`config.mk`:
```
export PLATFORM = sky130hd
export DESIGN_NAME = gpcs_tx_framer
export DESIGN_NICKNAME = d
export VERILOG_FILES = /design/src/rtl/gpcs_tx_framer.sv
export SDC_FILE = /design/constraint.sdc
export NUM_CORES = 1
export LEC_CHECK = 0
export CAP_MARGIN = 20
export CORE_MARGIN = 2
export CORE_UTILIZATION = 35
export CTS_CLUSTER_DIAMETER = 40
export DETAILED_ROUTE_END_ITERATION = 6
export HOLD_SLACK_MARGIN = 0.15
export PLACE_DENSITY = 0.62
export SYNTH_ARGS = -nofsm -noshare
export SYNTH_HDL_FRONTEND = slang
export SYNTH_SLANG_ARGS = --single-unit
export TNS_END_PERCENT = 20
```
`constraint.sdc`:
```
create_clock -name clk -period 1.75 [get_ports clk]
set_input_delay 0.2625 -clock clk [delete_from_list [all_inputs] [get_ports clk]]
set_output_delay 0.2625 -clock clk [all_outputs]
set_load 0.01 [all_outputs]
```
`src/rtl/gpcs_tx_framer.sv`:
```
module gpcs_tx_framer (
  input  logic       clk,
  input  logic       rst_n,
  input  logic [7:0] gmii_txd,
  input  logic       gmii_tx_en,
  input  logic       gmii_tx_er,
  input  logic       rd_pos,
  output logic [7:0] cg_data,
  output logic       cg_k
);
  localparam logic [7:0] C_COMMA = 8'hBC;
  localparam logic [7:0] C_SOF   = 8'hFB;
  localparam logic [7:0] C_EOF   = 8'hFD;
  localparam logic [7:0] C_EXT   = 8'hF7;
  localparam logic [7:0] C_BAD   = 8'hFE;
  localparam logic [7:0] C_IDP   = 8'hC5;
  localparam logic [7:0] C_IDN   = 8'h50;

  typedef enum logic [1:0] {S_IDLE, S_DATA, S_EXT} state_t;

  state_t     state, state_nx;
  logic       slot_odd;
  logic       rd_hold;
  logic [7:0] d_nx;
  logic       k_nx;

  wire nx_odd = ~slot_odd;
  wire comma_nx = k_nx && (d_nx == C_COMMA);

  always_comb begin
    state_nx = state;
    d_nx     = C_COMMA;
    k_nx     = 1'b1;
    case (state)
      S_DATA: begin
        if (gmii_tx_en) begin
          d_nx = gmii_tx_er ? C_BAD : gmii_txd;
          k_nx = gmii_tx_er;
        end else begin
          d_nx     = C_EOF;
          state_nx = S_EXT;
        end
      end
      S_EXT: begin
        d_nx = C_EXT;
        if (nx_odd) state_nx = S_IDLE;
      end
      default: begin
        if (nx_odd) begin
          d_nx = rd_hold ? C_IDP : C_IDN;
          k_nx = 1'b0;
        end else if (gmii_tx_en) begin
          d_nx     = C_SOF;
          state_nx = S_DATA;
        end
      end
    endcase
  end

  always_ff @(posedge clk) begin
    if (!rst_n) begin
      state    <= S_IDLE;
      slot_odd <= 1'b0;
      rd_hold  <= 1'b0;
      cg_data  <= C_COMMA;
      cg_k     <= 1'b1;
    end else begin
      state    <= state_nx;
      slot_odd <= nx_odd;
      if (comma_nx) rd_hold <= rd_pos;
      cg_data  <= d_nx;
      cg_k     <= k_nx;
    end
  end
endmodule

```
==> impl_metrics.tcl <==
set metrics [dict create \
    status "complete, no violations" \
    worstRegToRegCells 5 \
    rsz0062_at_grt "no" \
    cp_max_fo 6 \
    gp_congestion 0.761 \
    syn_nets 94 \
    die_height_um 49.0 \
    pin_count 22 \
    grt_pass1_wl_um 2500 \
    drive_gt1_share_pct 6.06 \
    min_from "gmii_txd[6]" \
    setup_viol 0 \
    slowest_delay_ns 0.39 \
    cts_buffers 3 \
    gr-total-overflow 0 \
    multiInputGateArea_um2 375 \
    ys_types 32 \
    crit_required_ns 1.90 \
    regArea_um2 260 \
    drc 0 \
    layout.cells.non_filler 126 \
    track_usage_pct 13.7 \
    whs_endpoint "cg_data[6]" \
    power_density_nw_per_um2 1260 \
    syn_area_per_cell_um2 8.96 \
    syn-cell-area_um2 708 \
    drt_iter0_drc 3 \
    drv_cap 0 \
    tightest_slew_ns 0.621 \
    whs_ns 0.560 \
    hold_path_class "in2reg" \
    clk_pin_slew_ns 0.08 \
    die_area_um2 2400 \
    num_antenna_cells 0 \
    cts.sinks 13 \
    die_x_um 49.0 \
    tritoncts "yes" \
    cp_top_family "flip-flops" \
    period_share_pct 92.6 \
    cts_root_buffer "clkbuf_4" \
    cts_resized 0 \
    synth_edf_count 0 \
    path_buf_inv 1 \
    dp.cells 122 \
    critPathCaptureType "register" \
    crit_type "reg2reg" \
    hold_path_depth 3 \
    port_buffers 21 \
    synth.yosys.warnings 0 \
    dp_hpwl_um 1040 \
    reg2reg_to "cg_data[5]" \
    skew_ns 0.00382 \
    first_pass_iters 4 \
    area_delta_synth_final_pct 32.2 \
    final_nets 115 \
    detailed_place.area_um2 910 \
    finalHoldViolCount 0 \
    drt_wl_total_um 1460 \
    p_total_mw 1.18 \
    timing.fmax_ghz 0.617 \
    maxSlewHeadroom_pct 58.6 \
    leakage_nw 0.377 \
    antenna_found_initial 0 \
    r2r-start "state[0]" \
    design_area_um2 936 \
    coreArea_um2 1940 \
    grt_max_degree 20 \
    cp_cell_sequence "inv_1 -> ha_1 -> or2_0 -> a211oi_1 -> o21ai_1" \
    crit_slowest_cell "dfxtp_1" \
    tns_ns 0 \
    vias 604 \
    grt_pass1_vias 545 \
    fin_crit_ns 1.62 \
    fp-row-count 16 \
    postRouteAntennaNets 0 \
    synth-seq-area-share_pct 36.7 \
    dominantRegCellSynth "dfxtp_1" \
    cts_setup_buffers 0 \
    fillers 210 \
    initial_core_util_pct 36.5 \
    clock_path_buffers 2 \
    max-vdd-ir-drop_mv 0.714 \
    vias_per_cell 4.79 \
    r2r_setup_slack_ns 0.13 \
    htreeDepth 1 \
    crit_path_start_kind "register" \
    drv_slew 0 \
    arrival_ns 1.77 \
    postSynthCellCount 79 \
    ys_seq_elements 13 \
    wl_per_cell_um 11.6 \
    cts_hold_buf 0 \
    insertion_delay_ns 0.28 \
    synthArstFlopShare_pct 0 \
]
-- synth_stat cells (2+ instances only) --
master | instances | area, um2
dfxtp_1 | 13 | 260
nor2b_1 | 8 | 50.1
a21oi_1 | 6 | 30.0
nand2_1 | 5 | 18.8
o21ai_0 | 5 | 25.0
buf_4 | 3 | 22.5
buf_6 | 3 | 33.8
nor2_1 | 3 | 11.3
o21ai_1 | 3 | 15.0
a211oi_1 | 2 | 15.0
and2_1 | 2 | 12.5
ha_1 | 2 | 25.0
inv_1 | 2 | 7.51
nand2b_1 | 2 | 12.5
o211a_1 | 2 | 20.0
or3b_1 | 2 | 17.5
-- registers in the layout, summed over array words and instances, names as in the netlist --
name	count
cg_data	8
slot_odd	1
state	2
cg_k	1
rd_hold	1
-- report_power, final --
part | leakage [nW] | total [mW] | switching, mW | internal (mW)
Sequential | 0.108 | 0.412 | 0.0342 | 0.378
Clock | 0.0150 | 0.185 | 0.0971 | 0.0884
Combinational | 0.254 | 0.577 | 0.277 | 0.301
-- worst max-delay path by stage --
stage                from         end  slack (ns)  depth (start not counted)
6_report         state[0]  cg_data[5]        0.13                          5
3_5_place_dp   gmii_tx_en  cg_data[2]        0.13                          4
4_1_cts          state[0]  cg_data[5]        0.12                          5
5_1_grt          state[0]  cg_data[5]        0.01                          5
3_3_place_gp   gmii_tx_en  cg_data[2]        0.18                          4
2_1_floorplan    state[0]  cg_data[0]        0.24                          6
-- cell usage in the layout, fill, tap and decap left out, types with 2 or more instances in the layout --
master,count
a211oi_1,2
a21oi_1,6
and2_1,2
buf_4,3
clkbuf_4,3
clkdlybuf4s50_1,21
dfxtp_1,13
ha_1,2
inv_1,2
nand2_1,5
nand2b_1,2
nor2_1,3
nor2b_1,8
o211a_1,2
o21ai_0,5
o21ai_1,3
or3b_1,2
-- cell type report --
class	instances	share of cell area [%]
sequential	13	27.8
inverter	2	0.802
clock buffer	4	2.81
timing repair buffer	24	24.9
tap	27	3.61
multi-input combinational	56	40.1
-- routing by layer --
layer	track usage, %	wire length [um]
met4	7.14	14
met5	0	0
met2	21.2	690
met3	5.52	88
met1	16.3	663
-- cell families (layout without fill, tap and decap cells) --
family | after synthesis | count (layout) | synth area share [%]
flops | 13 | 13 | 36.7
compound gates | 26 | 26 | 24.7
buf+inv | 10 | 30 | 10.2
simple gates | 27 | 27 | 23.3
mux | 1 | 1 | 1.41
fa+ha+maj | 2 | 2 | 3.53
-- through the flow --
| stage | worst slack, ns | util (%) |
|---|---|---|
| after floorplan | 0.242 | - |
| after global routing | 0.0105 | 48.2 |
| after detailed placement | 0.128 | 46.8 |
| after CTS | 0.122 | 48.2 |
| after global placement | 0.180 | 46.8 |
| final | 0.129 | 48.2 |
-- tightest hold or removal path: cells and delay by family --
family,cells,cell delay [ns]
AO/OA/AOI/OAI,2,0.13
buffers and inverters,1,0.39
(Power assumes the default switching activity.)
